`src/rtl/satdiv_pkg.sv`:
```
package satdiv_pkg;
    localparam int unsigned WORD_W = 32;
    localparam int unsigned DVD_W  = 2 * WORD_W;
    localparam int unsigned CNT_W  = $clog2(DVD_W);

    typedef logic [WORD_W-1:0] word_t;
    typedef logic [DVD_W-1:0]  dword_t;

    localparam word_t UMAX = {WORD_W{1'b1}};
    localparam word_t SMAX = {1'b0, {(WORD_W-1){1'b1}}};
    localparam word_t SMIN = {1'b1, {(WORD_W-1){1'b0}}};
    localparam dword_t DMIN = {1'b1, {(DVD_W-1){1'b0}}};

    typedef struct packed {
        logic n;
        logic z;
        logic v;
        logic c;
    } ccf_t;

    typedef struct packed {
        logic sgn;
        logic setcc;
        logic neg_q;
        logic min_dvd;
        logic dvs_neg;
    } job_t;

    typedef struct packed {
        word_t res;
        logic  ovf;
    } outcome_t;

    function automatic dword_t mag64(input dword_t x, input logic s);
        dword_t r;
        r = (s && x[DVD_W-1]) ? (~x + 1'b1) : x;
        return r;
    endfunction

    function automatic word_t mag32(input word_t x, input logic s);
        word_t r;
        r = (s && x[WORD_W-1]) ? (~x + 1'b1) : x;
        return r;
    endfunction
endpackage

```
`src/rtl/satdiv_prep.sv`:
```
module satdiv_prep
    import satdiv_pkg::*;
(
    input  word_t  hi_i,
    input  word_t  lo_i,
    input  word_t  dvs_i,
    input  logic   sgn_i,
    output dword_t dvd_mag_o,
    output word_t  dvs_mag_o,
    output logic   dvs_zero_o,
    output logic   neg_q_o,
    output logic   min_dvd_o,
    output logic   dvs_neg_o
);
    dword_t dvd;

    always_comb begin
        dvd        = {hi_i, lo_i};
        dvd_mag_o  = mag64(dvd, sgn_i);
        dvs_mag_o  = mag32(dvs_i, sgn_i);
        dvs_zero_o = (dvs_i == '0);
        dvs_neg_o  = sgn_i & dvs_i[WORD_W-1];
        neg_q_o    = sgn_i & (dvd[DVD_W-1] ^ dvs_i[WORD_W-1]);
        min_dvd_o  = sgn_i & (dvd == DMIN);
    end
endmodule

```
`src/rtl/satdiv_core.sv`:
```
module satdiv_core
    import satdiv_pkg::*;
(
    input  logic   clk,
    input  logic   rst,
    input  logic   load_i,
    input  dword_t dvd_i,
    input  word_t  dvs_i,
    output logic   run_o,
    output logic   fin_o,
    output dword_t qmag_o
);
    localparam logic [CNT_W-1:0] LAST = CNT_W'(DVD_W - 1);

    word_t            acc_q;
    dword_t           sh_q;
    word_t            dvs_q;
    logic [CNT_W-1:0] cnt_q;
    logic             run_q;
    logic             fin_q;

    logic [WORD_W:0] trial;
    logic [WORD_W:0] diff;
    logic            take;
    word_t           acc_nx;

    always_comb begin
        trial  = {acc_q, sh_q[DVD_W-1]};
        diff   = trial - {1'b0, dvs_q};
        take   = ~diff[WORD_W];
        acc_nx = take ? diff[WORD_W-1:0] : trial[WORD_W-1:0];
    end

    always_ff @(posedge clk) begin
        if (rst) begin
            acc_q <= '0;
            sh_q  <= '0;
            dvs_q <= '0;
            cnt_q <= '0;
            run_q <= 1'b0;
            fin_q <= 1'b0;
        end else begin
            fin_q <= 1'b0;
            if (load_i && !run_q) begin
                acc_q <= '0;
                sh_q  <= dvd_i;
                dvs_q <= dvs_i;
                cnt_q <= '0;
                run_q <= 1'b1;
            end else if (run_q) begin
                acc_q <= acc_nx;
                sh_q  <= {sh_q[DVD_W-2:0], take};
                cnt_q <= cnt_q + 1'b1;
                if (cnt_q == LAST) begin
                    run_q <= 1'b0;
                    fin_q <= 1'b1;
                end
            end
        end
    end

    assign run_o  = run_q;
    assign fin_o  = fin_q;
    assign qmag_o = sh_q;


    fin_pulse_chk: assert property (@(posedge clk) disable iff (rst)
        fin_q |=> !fin_q);


    fin_after_last_chk: assert property (@(posedge clk) disable iff (rst)
        (run_q && cnt_q == LAST) |=> (fin_q && !run_q));
endmodule

```
`src/rtl/satdiv_fin.sv`:
```
module satdiv_fin
    import satdiv_pkg::*;
(
    input  dword_t   qmag_i,
    input  job_t     job_i,
    output outcome_t out_o
);
    logic  hi_nz;
    word_t low;

    always_comb begin
        hi_nz = |qmag_i[DVD_W-1:WORD_W];
        low   = qmag_i[WORD_W-1:0];
        if (!job_i.sgn) begin
            out_o.ovf = hi_nz;
            out_o.res = hi_nz ? UMAX : low;
        end else if (job_i.min_dvd) begin
            out_o.ovf = 1'b1;
            out_o.res = job_i.dvs_neg ? SMAX : SMIN;
        end else if (job_i.neg_q) begin
            out_o.ovf = hi_nz || (low > SMIN);
            out_o.res = out_o.ovf ? SMIN : (~low + 1'b1);
        end else begin
            out_o.ovf = hi_nz || low[WORD_W-1];
            out_o.res = out_o.ovf ? SMAX : low;
        end
    end
endmodule

```
`src/rtl/satdiv.sv`:
```
module satdiv
    import satdiv_pkg::*;
(
    input  logic        clk,
    input  logic        rst,
    input  logic        start_i,
    input  logic        sgn_i,
    input  logic        setcc_i,
    input  logic [31:0] yhi_i,
    input  logic [31:0] lo_i,
    input  logic [31:0] dvs_i,
    output logic [31:0] quo_o,
    output logic [63:0] quo64_o,
    output logic [3:0]  cc_o,
    output logic        trap_o,
    output logic        done_o,
    output logic        busy_o
);
    dword_t   dvd_mag;
    word_t    dvs_mag;
    logic     dvs_zero, neg_q, min_dvd, dvs_neg;
    logic     accept, load;
    logic     core_run, core_fin;
    dword_t   qmag;
    outcome_t outc;

    logic  pend_q;
    job_t  job_q;
    word_t quo_q;
    logic  view_sgn_q;
    ccf_t  cc_q;
    logic  trap_q;
    logic  done_q;

    satdiv_prep u_prep (
        .hi_i       (yhi_i),
        .lo_i       (lo_i),
        .dvs_i      (dvs_i),
        .sgn_i      (sgn_i),
        .dvd_mag_o  (dvd_mag),
        .dvs_mag_o  (dvs_mag),
        .dvs_zero_o (dvs_zero),
        .neg_q_o    (neg_q),
        .min_dvd_o  (min_dvd),
        .dvs_neg_o  (dvs_neg)
    );

    assign accept = start_i && !pend_q;
    assign load   = accept && !dvs_zero;

    satdiv_core u_core (
        .clk    (clk),
        .rst    (rst),
        .load_i (load),
        .dvd_i  (dvd_mag),
        .dvs_i  (dvs_mag),
        .run_o  (core_run),
        .fin_o  (core_fin),
        .qmag_o (qmag)
    );

    satdiv_fin u_fin (
        .qmag_i (qmag),
        .job_i  (job_q),
        .out_o  (outc)
    );

    always_ff @(posedge clk) begin
        if (rst) begin
            pend_q     <= 1'b0;
            job_q      <= '0;
            quo_q      <= '0;
            view_sgn_q <= 1'b0;
            cc_q       <= '0;
            trap_q     <= 1'b0;
            done_q     <= 1'b0;
        end else begin
            trap_q <= accept && dvs_zero;
            done_q <= 1'b0;
            if (load) begin
                pend_q        <= 1'b1;
                job_q.sgn     <= sgn_i;
                job_q.setcc   <= setcc_i;
                job_q.neg_q   <= neg_q;
                job_q.min_dvd <= min_dvd;
                job_q.dvs_neg <= dvs_neg;
            end
            if (core_fin) begin
                pend_q     <= 1'b0;
                done_q     <= 1'b1;
                quo_q      <= outc.res;
                view_sgn_q <= job_q.sgn;
                if (job_q.setcc) begin
                    cc_q.n <= outc.res[WORD_W-1];
                    cc_q.z <= (outc.res == '0);
                    cc_q.v <= outc.ovf;
                    cc_q.c <= 1'b0;
                end
            end
        end
    end

    assign quo_o   = quo_q;
    assign quo64_o = view_sgn_q ? {{WORD_W{quo_q[WORD_W-1]}}, quo_q}
                                : {{WORD_W{1'b0}}, quo_q};
    assign cc_o    = cc_q;
    assign trap_o  = trap_q;
    assign done_o  = done_q;
    assign busy_o  = pend_q;


    trap_pulse_chk: assert property (@(posedge clk) disable iff (rst)
        trap_o |=> !trap_o);


    trap_hold_chk: assert property (@(posedge clk) disable iff (rst)
        trap_o |-> ($stable(quo_o) && $stable(cc_o) && !busy_o));


    busy_start_chk: assert property (@(posedge clk) disable iff (rst)
        $rose(busy_o) |-> $past(start_i));


    flags_only_on_done_chk: assert property (@(posedge clk) disable iff (rst)
        (cc_o != $past(cc_o)) |-> done_o);


    core_idle_chk: assert property (@(posedge clk) disable iff (rst)
        core_run |-> busy_o);
endmodule

```
`config.mk`:
```
export PLATFORM = sky130hd
export DESIGN_NAME = satdiv
export DESIGN_NICKNAME = d
export VERILOG_FILES = /design/src/rtl/satdiv_pkg.sv /design/src/rtl/satdiv_prep.sv /design/src/rtl/satdiv_core.sv /design/src/rtl/satdiv_fin.sv /design/src/rtl/satdiv.sv
export SDC_FILE = /design/constraint.sdc
export NUM_CORES = 1
export LEC_CHECK = 0
export ABC_AREA = 1
export ABC_CLOCK_PERIOD_IN_PS = 4700
export BUFFER_PORTS_ARGS = -buffer_cell sky130_fd_sc_hd__buf_2
export CAP_MARGIN = 15
export CORE_UTILIZATION = 40
export CTS_CLUSTER_DIAMETER = 30
export DETAILED_ROUTE_END_ITERATION = 6
export SLEW_MARGIN = 15
export SYNTH_ARGS = -nofsm -noshare
export SYNTH_HDL_FRONTEND = slang
export SYNTH_HIERARCHICAL = 1
export SYNTH_SLANG_ARGS = --single-unit
```
`constraint.sdc`:
```
create_clock -name clk -period 4.7 [get_ports clk]
set_clock_uncertainty 0.2 [all_clocks]
set_input_delay 1.175 -clock clk [delete_from_list [all_inputs] [get_ports clk]]
set_output_delay 1.175 -clock clk [all_outputs]
set_load 0.03 [all_outputs]
```
==> impl_metrics.yaml, run 1 <==
global_route:
  grt_max_degree: 97
  met3_usage: 0.0319
  grt_usage: 0.241
  antenna_found_initial: 1
  grtUsageMet2: 0.391
  grt_overflow: 0
  first_global_vias: 14800
  grt_pass1_wl_mm: 79.1
  busiest_layer: "met2"
  gr-usage-met1: 0.335
synthesis:
  syn_nets: 2891
  yosysUniqueCellTypes: 50
  synth-edff-count: 0
  syn_area_um2: 16200
  ys_seq_area_frac: 0.223
  synth-adder-area-share: 0.0291
  synthCells: 2753
  synth_top_family_by_area: "simple AND/OR/NAND/NOR gates"
  synth-seq-cells: 180
  synth_xor_area_frac: 0.0493
  yosys_warnings: 6
  synthSimpleGateAreaFrac: 0.440
  synth_compound_area_frac: 0.112
  synth_flop_cell: "dfxtp_1"
  synth.area.mux_share: 0
  async_flop_share: 0
  synth_area_per_cell_um2: 5.87
worst_setup_path:
  worstSetupEndpointType: "register"
  reg2reg_slack_ns: 1.46
  crit_fanout: 63
  path_class: "input pin to register"
  reg2reg_depth: 15
  rr_endpoint: "cc_o[2]"
  critical_path_required_ns: 4.89
  cp_data_arrival_time_ns: 3.90
  r2r-start: "u_core/qmag_o[49]"
  cp-start-kind: "input pin"
timing:
  hold_violations: 0
  rsz0062_at_grt: "no"
  tns_ns: 0
  period_minus_slack_ns: 3.71
  relSlewSlack: 0.224
  slew_viol_final: 0
  fmax_mhz: 269
  worst_pin_slew_ns: 1.16
  setup_violations: 0
  period_share: 0.790
run:
  cap_violations: 0
detailed_routing:
  first_pass_iters: 6
  vias: 16800
  drtIter0Drc: 1286
  via_per_inst: 4.99
  routedWlPerCell_um: 15.1
  drc: 0
  routed_wl_mm: 50.7
  ant_nets: 0
floorplanning:
  dieArea_um2: 41200
  num_rows: 73
  initial_utilization: 0.406
  pin_count: 204
  die_y_um: 203
  die_x_um: 203
  coreArea_um2: 39800
clocking:
  cts_made_buffers: 17
  cts_sinks: 180
  cts_buffer_depth: 2
  clk-insertion-delay-late_ns: 0.47
  cts_resized: 0
  cts_tree: "done"
  cts_root_buf: "clkbuf_16"
  cts_max_level: 4
  clkTransAtPathRegs_ns: 0.07
  cts_setup_buffers: 0
  hold_buffers: 0
layout:
  drive_above_1_share: 0.146
  fill_cells: 4483
  fin_cells: 3368
  fin_util: 0.441
  nets: 2967
  area_growth_syn_to_layout_pct: 8.67
power:
  peakVddDrop_mv: 0.261
  leakagePower_nw: 9.18
  p_total_mw: 5.45
  cellPowerDensity_nw_per_um2: 311
run_status:
  status: "complete, no violations"
hold_path:
  holdPathStages: 2
  min_to: "u_core/dvs_q[15]"
  hp-class: "register to register"
  hp-start: "u_core/dvs_q[15]"
placed_design:
  gp_routability_congestion: 0.934
  dp.cells: 3335
  dp_hpwl_mm: 39.4
  io_buffers: 202
==> cells in the final DEF, fill, tap and decap left out, drive strengths merged, types with 4 or more instances in the layout <==
cell    instances
clkbuf         17
nor3b           4
o21bai         11
nor3            8
o21ai         121
nand3b         10
nor2          338
xor2           60
ha             36
o221ai          4
clkinv          7
xnor2          31
o211ai         20
buf           213
inv           377
nand4          32
nand3         231
dfxtp         180
a21oi         132
nand2         993
==> sequential cells by signal, indices dropped and copies added (netlist names), 3 cells and up <==
name,flops
u_core/cnt_q,6
u_core/dvs_q,32
job_q,5
quo_o,32
cc_o,3
u_core/qmag_o,64
u_core/acc_q,32
==> metal layers <==
layer | vias up | share of wire | wire (µm)
li1 | 8645 | - | -
met5 | - | 0.00026 | 13
met2 | 469 | 0.46 | 23100
met1 | 7659 | 0.47 | 24100
met3 | 47 | 0.054 | 2760
met4 | 2 | 0.014 | 721
==> power breakdown <==
part | leakage (nW) | internal [mW] | switching (mW) | total [mW]
logic | 7.42 | 0.718 | 1.53 | 2.25
registers | 1.47 | 1.62 | 0.111 | 1.73
clock network | 0.291 | 0.757 | 0.713 | 1.47
==> synthesized netlist by cell type (all sizes together), types with 2 or more instances <==
cell type    n  area (µm²)
a21o         2        15.0
a21oi      132         811
a31oi        3        18.8
and2         2        12.5
buf        107         781
clkbuf      49         184
clkinv       4        20.0
dfxtp      180        3600
ha          36         450
inv        367        1380
nand2      993        3990
nand3      231        1310
nand3b      10        75.1
nand4       32         200
nor2       338        1430
nor3         8        40.0
nor3b        4        30.0
o211ai      20         150
o21ai      121         673
o21bai      11        82.6
o221ai       4        35.0
xnor2       31         272
xor2        60         526
==> kinds of logic after synthesis <==
| logic type | count (synthesis) |
|---|---|
| xor+xnor | 91 |
| compound gates | 297 |
| buf+inv | 527 |
| fa+ha+maj | 37 |
| simple gates | 1620 |
| flops | 180 |
| other cells | 1 |
==> worst max path at each step <==
stage | startpoint | to | slack (ns) | cells past startpoint
3_3_place_gp | dvs_i[1] | u_core/dvs_q[24] | 0.69 | 18
3_5_place_dp | dvs_i[0] | u_core/dvs_q[26] | 0.55 | 18
5_1_grt | dvs_i[0] | u_core/dvs_q[29] | 0.66 | 18
6_report | dvs_i[0] | u_core/dvs_q[26] | 0.99 | 18
2_1_floorplan | dvs_i[0] | u_core/acc_q[15] | 1.15 | 18
4_1_cts | dvs_i[0] | u_core/dvs_q[26] | 1.03 | 18
==> final cells by class <==
cell class              instances  area, µm²  share of cell area
clock inverters                15        164             0.00934
flip-flops and latches        180       3610               0.205
clock buffers                  17        425              0.0242
repair buffers                213       1090              0.0623
multi-input cells            2046      10200               0.581
inverters                     371       1400              0.0798
diodes                          1       2.50            0.000143
well taps                     525        657              0.0374
==> through the flow <==
| step | setup slack (ns) | area (µm²) | hold WS (ns) |
|---|---|---|---|
| finish | 0.985 | 17600 | 0.267 |
| global route | 0.664 | 17600 | 0.278 |
| CTS | 1.03 | 17600 | 0.271 |
| detailed placement | 0.552 | 17000 | 0.261 |
| global placement | 0.686 | 17000 | 0.249 |
| floorplan | 1.15 | 16200 | 0.233 |
==> critical path, cell delays in order <==
cell	delay, ns
buf_2	0.10
inv_1	0.07
ha_1	0.16
nand3_1	0.11
nor2_2	0.26
nand3_1	0.13
nor2_1	0.10
nand2_1	0.07
nor2_1	0.35
inv_2	0.06
nand3_2	0.16
inv_2	0.10
inv_1	0.10
nor2_4	0.04
clkinv_1	0.07
buf_4	0.44
o21ai_0	0.18
a21oi_1	0.17
(Power assumes the default switching activity.)
==> run 2: changes to the inputs <==
--- a/config.mk
+++ b/config.mk
@@ -6,7 +6,7 @@
 export NUM_CORES = 1
 export LEC_CHECK = 0
 export ABC_AREA = 1
-export ABC_CLOCK_PERIOD_IN_PS = 4700
+export ABC_CLOCK_PERIOD_IN_PS = 3550
 export BUFFER_PORTS_ARGS = -buffer_cell sky130_fd_sc_hd__buf_2
 export CAP_MARGIN = 15
 export CORE_UTILIZATION = 40
==> constraint.sdc (replaced) <==
create_clock -name clk -period 3.55 [get_ports clk]
set_clock_uncertainty 0.2 [all_clocks]
set_input_delay 0.8875 -clock clk [delete_from_list [all_inputs] [get_ports clk]]
set_output_delay 0.8875 -clock clk [all_outputs]
set_load 0.03 [all_outputs]
==> run 2 against run 1 <==
Hold slack got worse by 0.0063 ns. Non-clock buffer count rose by 21. Power rose by 37%. Sequential cell count did not move. Worst setup slack got worse by 0.44 ns. Sequential share of layout area fell by 0.32 points.
==> impl_metrics.yaml, run 2 (synthesis gave the netlist of run 1 again) <==
timing:
  worst_pin_slew_ns: 0.991
  setup_ws_ns: 0.549
  period_share: 0.845
  relSlewSlack: 0.338
  worst_hold_slack_ns: 0.261
  slew_viol_final: 0
  hold_violations: 0
  setup_violations: 0
  fmax_mhz: 333
  rsz0062_at_grt: "no"
  tns_ns: 0
  period_minus_slack_ns: 3.00
worst_setup_path:
  critical-path-max-stage-delay_ns: 0.41
  worst_path_max_delay_cell: "fa_1"
  worstSetupEndpointType: "register"
  cp-start-kind: "register"
  crit_fanout: 17
  critical_path_required_ns: 3.69
  path_class: "register to register"
  cp_data_arrival_time_ns: 3.14
  path_cells: "inv_1, ha_1, fa_1, inv_1, nand2_1, nand2_1, nand3_1, nand2_2, nand2_2, nand2_4, nand2_4, nand2_2, nand2_2, nand2_4, buf_4, nand2_4, nand3_2, a21oi_2"
run:
  cap_violations: 0
detailed_routing:
  drtIter0Drc: 1173
  ant_nets: 0
  vias: 16900
  routedWlPerCell_um: 15.4
  drc: 0
  routed_wl_mm: 52.0
  via_per_inst: 4.98
  first_pass_iters: 5
layout:
  drive_above_1_share: 0.152
  antenna_cells: 0
  area_growth_syn_to_layout_pct: 10.4
  nets: 2988
  largest_reg_flops: 64
  fill_cells: 4398
  final_common_cell: "nand2_1"
  layout_common_cells: "nand2_1, inv_1, nor2_1, nand3_1, buf_2"
clocking:
  cts_setup_buffers: 0
  cts_root_buf: "clkbuf_16"
  cts_tree: "done"
  cts_max_level: 4
  clkTransAtPathRegs_ns: 0.07
  cts_sinks: 180
  cts_buffer_depth: 2
  clk-insertion-delay-late_ns: 0.45
  hold_buffers: 0
  cts_made_buffers: 17
  cts_resized: 0
global_route:
  grt_pass1_wl_mm: 81.4
  grt_overflow: 0
  antenna_found_initial: 1
  grt_max_degree: 66
  grt_usage: 0.248
  first_global_vias: 15200
floorplanning:
  num_rows: 73
  pin_count: 204
  die_x_um: 203
  die_y_um: 203
  initial_utilization: 0.406
  dieArea_um2: 41200
  coreArea_um2: 39800
power:
  peakVddDrop_mv: 0.342
  leakagePower_nw: 9.34
  cellPowerDensity_nw_per_um2: 418
run_status:
  status: "complete, no violations"
placed_design:
  gp_routability_congestion: 0.922
  io_buffers: 202
  pre_cts_ws_ns: 0.150
  dp_hpwl_mm: 41.2
hold_path:
  hp-class: "register to register"
-- run 2: changes by cell type in the layout (fill, tap and decap cells not counted) --
cell / change
clkinvlp_4: -1
clkbuf_8: +3
inv_8: -1
clkinv_4: -1
buf_4: +16
clkinv_2: -2
inv_6: +1
bufinv_16: +2
clkinv_8: -1
buf_12: +5
diode_2: -1
-- run 2: cell type report --
class | instances | area [µm²] | share of cell area
repair buffers | 234 | 1310 | 0.0737
flip-flops and latches | 180 | 3610 | 0.202
well taps | 525 | 657 | 0.0368
clock inverters | 12 | 179 | 0.0100
clock buffers | 20 | 467 | 0.0262
multi-input cells | 2046 | 10200 | 0.572
inverters | 371 | 1400 | 0.0785
-- run 2: final timing paths --
path                                        start          endpoint  slack (ns)  cells after the start
worst min-delay path             u_core/dvs_q[19]  u_core/dvs_q[19]        0.26                      2
worst min register to register   u_core/dvs_q[19]  u_core/dvs_q[19]        0.26                      2
worst max-delay path            u_core/qmag_o[63]   u_core/acc_q[0]        0.55                     18
worst max register to register  u_core/qmag_o[63]   u_core/acc_q[0]        0.55                     18
-- run 2: power breakdown --
part / internal [mW] / total [mW] / leakage [nW] / switching, mW
Clock: 1.20 / 2.11 / 0.320 / 0.911
Combinational: 1.00 / 3.04 / 7.55 / 2.04
Sequential: 2.14 / 2.29 / 1.47 / 0.150
Total: 4.34 / 7.44 / 9.34 / 3.10
-- run 2: stage by stage --
step | cells | area [µm²] | util | power (mW)
CTS | 3388 | 17800 | 0.448 | 7.48
finish | 3388 | 17800 | 0.448 | 7.44
detailed placement | 3356 | 17200 | 0.432 | 5.36
floorplan | 2753 | 16200 | - | 4.59
global placement | 3356 | 17200 | 0.432 | 5.33
global route | 3388 | 17800 | 0.448 | 7.97
-- run 2: critical path: cells and delay by family (launching register included) --
kind / cells / cell delay [ns]
AO/OA/AOI/OAI: 1 / 0.05
buffers and inverters: 3 / 0.40
adder cells (fa/ha/maj): 2 / 0.65
flip-flops: 1 / 0.35
AND/OR/NAND/NOR: 12 / 1.22
-- run 2: routing by layer --
layer  global-route usage  vias up  share of wire
li1                     -     8691              -
met1                0.352     7669           0.49
met2                0.400      466           0.45
met3               0.0270       38          0.049
met4               0.0577        0          0.012
met5                    0        -              0
==> run 3: changes to the inputs <==
--- a/config.mk
+++ b/config.mk
@@ -5,8 +5,8 @@
 export SDC_FILE = /design/constraint.sdc
 export NUM_CORES = 1
 export LEC_CHECK = 0
-export ABC_AREA = 1
-export ABC_CLOCK_PERIOD_IN_PS = 3550
+export ABC_AREA = 0
+export ABC_CLOCK_PERIOD_IN_PS = 2600
 export BUFFER_PORTS_ARGS = -buffer_cell sky130_fd_sc_hd__buf_2
 export CAP_MARGIN = 15
 export CORE_UTILIZATION = 40
==> constraint.sdc (replaced) <==
create_clock -name clk -period 2.6 [get_ports clk]
set_clock_uncertainty 0.2 [all_clocks]
set_input_delay 0.65 -clock clk [delete_from_list [all_inputs] [get_ports clk]]
set_output_delay 0.65 -clock clk [all_outputs]
set_load 0.03 [all_outputs]
==> run 3 against run 2 <==
The run now ends with setup timing left. Register-to-register slack got worse by 1.2 ns. First-iteration DRC count down 12%. Count of clock-buffer cells in the layout rose by 1. Sequential cell count unchanged. Fmax fell by 6.5%. Worst setup slack lost 1.2 ns. Die area fell by 16%. Power rose by 68%. Synthesized cell count is 35% lower. Global-route usage up 3.3 points. Critical path type unchanged.
==> impl_metrics.yaml, run 3 <==
floorplanning:
  dieArea_um2: 34500
  coreArea_um2: 32900
  die_y_um: 186
  initial_utilization: 0.411
  num_rows: 66
  die_x_um: 186
  pin_count: 204
timing:
  setup_violations: 172
  rsz0062_at_grt: "yes"
  slew_viol_final: 0
  setup_ws_ns: -0.610
  tns_ns: -49.08
  hold_violations: 0
  fmax_mhz: 312
  worst_pin_slew_ns: 0.624
  period_minus_slack_ns: 3.21
  period_share: 1.23
  relSlewSlack: 0.584
worst_setup_path:
  worst_path_max_delay_cell: "or4_4"
  critical-path-max-stage-delay_ns: 0.51
  crit_fanout: 3
  path_class: "register to register"
  reg2reg_depth: 9
  r2r-start: "u_core/qmag_o[39]"
  critical_path_required_ns: 2.76
  cp_data_arrival_time_ns: 3.37
  path_cells: "nor4_2, and4_4, nand2_4, or4_4, a21oi_2, a21oi_2, or4_1, or4_4, o31ai_2"
  worstSetupEndpointType: "register"
  cp-start-kind: "register"
  rr_endpoint: "cc_o[2]"
  reg2reg_slack_ns: -0.61
hold_path:
  hp-start: "u_core/dvs_q[20]"
  hp-class: "register to register"
  min_to: "u_core/dvs_q[20]"
  holdPathStages: 2
global_route:
  first_global_vias: 15200
  grt_pass1_wl_mm: 77.1
  antenna_found_initial: 1
  grt_max_degree: 95
  grt_usage: 0.281
  grt_overflow: 0
detailed_routing:
  routed_wl_mm: 49.9
  drtIter0Drc: 1037
  routedWlPerCell_um: 17.3
  via_per_inst: 5.43
  first_pass_iters: 6
  vias: 15700
  drc: 0
  ant_nets: 0
synthesis:
  synth_top_area_share: 0.266
  synthCells: 1796
  syn_area_um2: 13500
  async_flop_share: 0
  synthTopCellsByCount: "nor2_1, a21oi_1, dfxtp_1, nand2_1, mux2i_1"
  synth_area_per_cell_um2: 7.53
  synth-edff-count: 0
  synth-seq-cells: 180
  yosysTopAreaCell: "dfxtp_1"
  ys_seq_area_frac: 0.266
  synth.most_common_cell: "nor2_1"
  syn_nets: 1934
  yosysUniqueCellTypes: 95
  synth_area_leaders: "dfxtp_1, mux2i_1, a21oi_1"
  yosys_warnings: 6
  synth_flop_cell: "dfxtp_1"
clocking:
  clkTransAtPathRegs_ns: 0.08
  cts_max_level: 4
  cts_tree: "done"
  cts_sinks: 180
  cts_buffer_depth: 2
  hold_buffers: 0
  cts_made_buffers: 17
  cts_root_buf: "clkbuf_16"
  clk-insertion-delay-late_ns: 0.45
run_status:
  violations: "setup timing"
  status: "finished, violations left"
placed_design:
  place_area_um2: 18000
  gp_routability_congestion: 0.898
  io_buffers: 202
  dp_hpwl_mm: 34.3
  pre_cts_ws_ns: -0.923
layout:
  fill_cells: 2766
  nets: 2565
  final_common_cell: "buf_4"
  largest_reg_flops: 64
  area_growth_syn_to_layout_pct: 58.3
  post-route-cell-area_um2: 21400
  fin_util: 0.652
  layout_common_cells: "buf_4, nor2_1, buf_2, dfxtp_1, a21oi_1"
  drive_above_1_share: 0.455
run:
  cap_violations: 0
power:
  cellPowerDensity_nw_per_um2: 583
  p_total_mw: 12.5
  peakVddDrop_mv: 0.507
  leakagePower_nw: 9.45
run 3: cell count changes after synthesis, sizes merged, moves of 71 or more:
cell / delta
nor2: -75
nand3: -201
mux2i: +125
a21oi: +71
nand2: -846
inv: -303
run 3: report_power, final:
| group | total, mW | internal, mW | switching [mW] |
|---|---|---|---|
| Clock | 2.52 | 1.30 | 1.22 |
| Sequential | 3.12 | 2.94 | 0.181 |
| Combinational | 6.85 | 3.56 | 3.28 |
| Total | 12.5 | 7.80 | 4.68 |
run 3: cell families after synthesis:
kind of cell | Yosys count | share of synthesized area
AO/OA/AOI/OAI | 461 | 0.210
XOR/XNOR | 121 | 0.0797
adder cells (fa/ha/maj) | 37 | 0.0348
buffers and inverters | 233 | 0.0871
flip-flops | 180 | 0.266
multiplexers | 128 | 0.0950
other | 1 | 0.000277
AND/OR/NAND/NOR | 635 | 0.226
run 3: area by class of cell:
cell class / count / area, µm² / area share
clock buffers: 21 / 462 / 0.0216
repair buffers: 780 / 6220 / 0.290
diodes: 1 / 2.50 / 0.000117
inverters: 65 / 244 / 0.0114
well taps: 442 / 553 / 0.0258
clock inverters: 11 / 93.8 / 0.00438
flip-flops and latches: 180 / 3640 / 0.170
multi-input cells: 1383 / 10200 / 0.476
run 3: timing repair:
| action | CTS | global route |
|---|---|---|
| resized for setup | 253 | 193 |
| setup endpoints to repair | 176 | 176 |
| setup buffers | 70 | 29 |
| pin swaps | 177 | 101 |
| gates cloned | 18 | 4 |
run 3: worst max path at each step:
stage	from	endpoint	slack [ns]	depth (start not counted)
floorplan	dvs_i[17]	u_core/acc_q[27]	-1.00	13
global placement	dvs_i[17]	u_core/dvs_q[27]	-0.84	11
detailed placement	dvs_i[17]	u_core/dvs_q[5]	-0.92	11
CTS	u_core/qmag_o[63]	cc_o[2]	-0.61	10
global route	u_core/qmag_o[39]	cc_o[2]	-0.69	9
finish	u_core/qmag_o[39]	cc_o[2]	-0.61	9
run 3: per-layer routing:
| metal | vias to the layer above | GRT usage | wire length (µm) |
|---|---|---|---|
| met1 | 7436 | 0.354 | 21500 |
| li1 | 7604 | - | - |
| met2 | 516 | 0.485 | 24200 |
| met4 | 0 | 0.103 | 1560 |
| met3 | 107 | 0.0380 | 2690 |
| met5 | - | 0 | 0 |
run 3: critical path, delay by kind of cell, from the launching register on:
family / cells / cell delay, ns
AO/OA/AOI/OAI: 3 / 0.44
flip-flops: 1 / 0.32
AND/OR/NAND/NOR: 6 / 2.16
run 3: through the flow:
stage | hold WS (ns) | std cells
3_5_place_dp | 0.247 | 2756
2_1_floorplan | 0.236 | 1796
6_report | 0.265 | 2883
5_1_grt | 0.274 | 2882
4_1_cts | 0.265 | 2862
3_3_place_gp | 0.244 | 2756
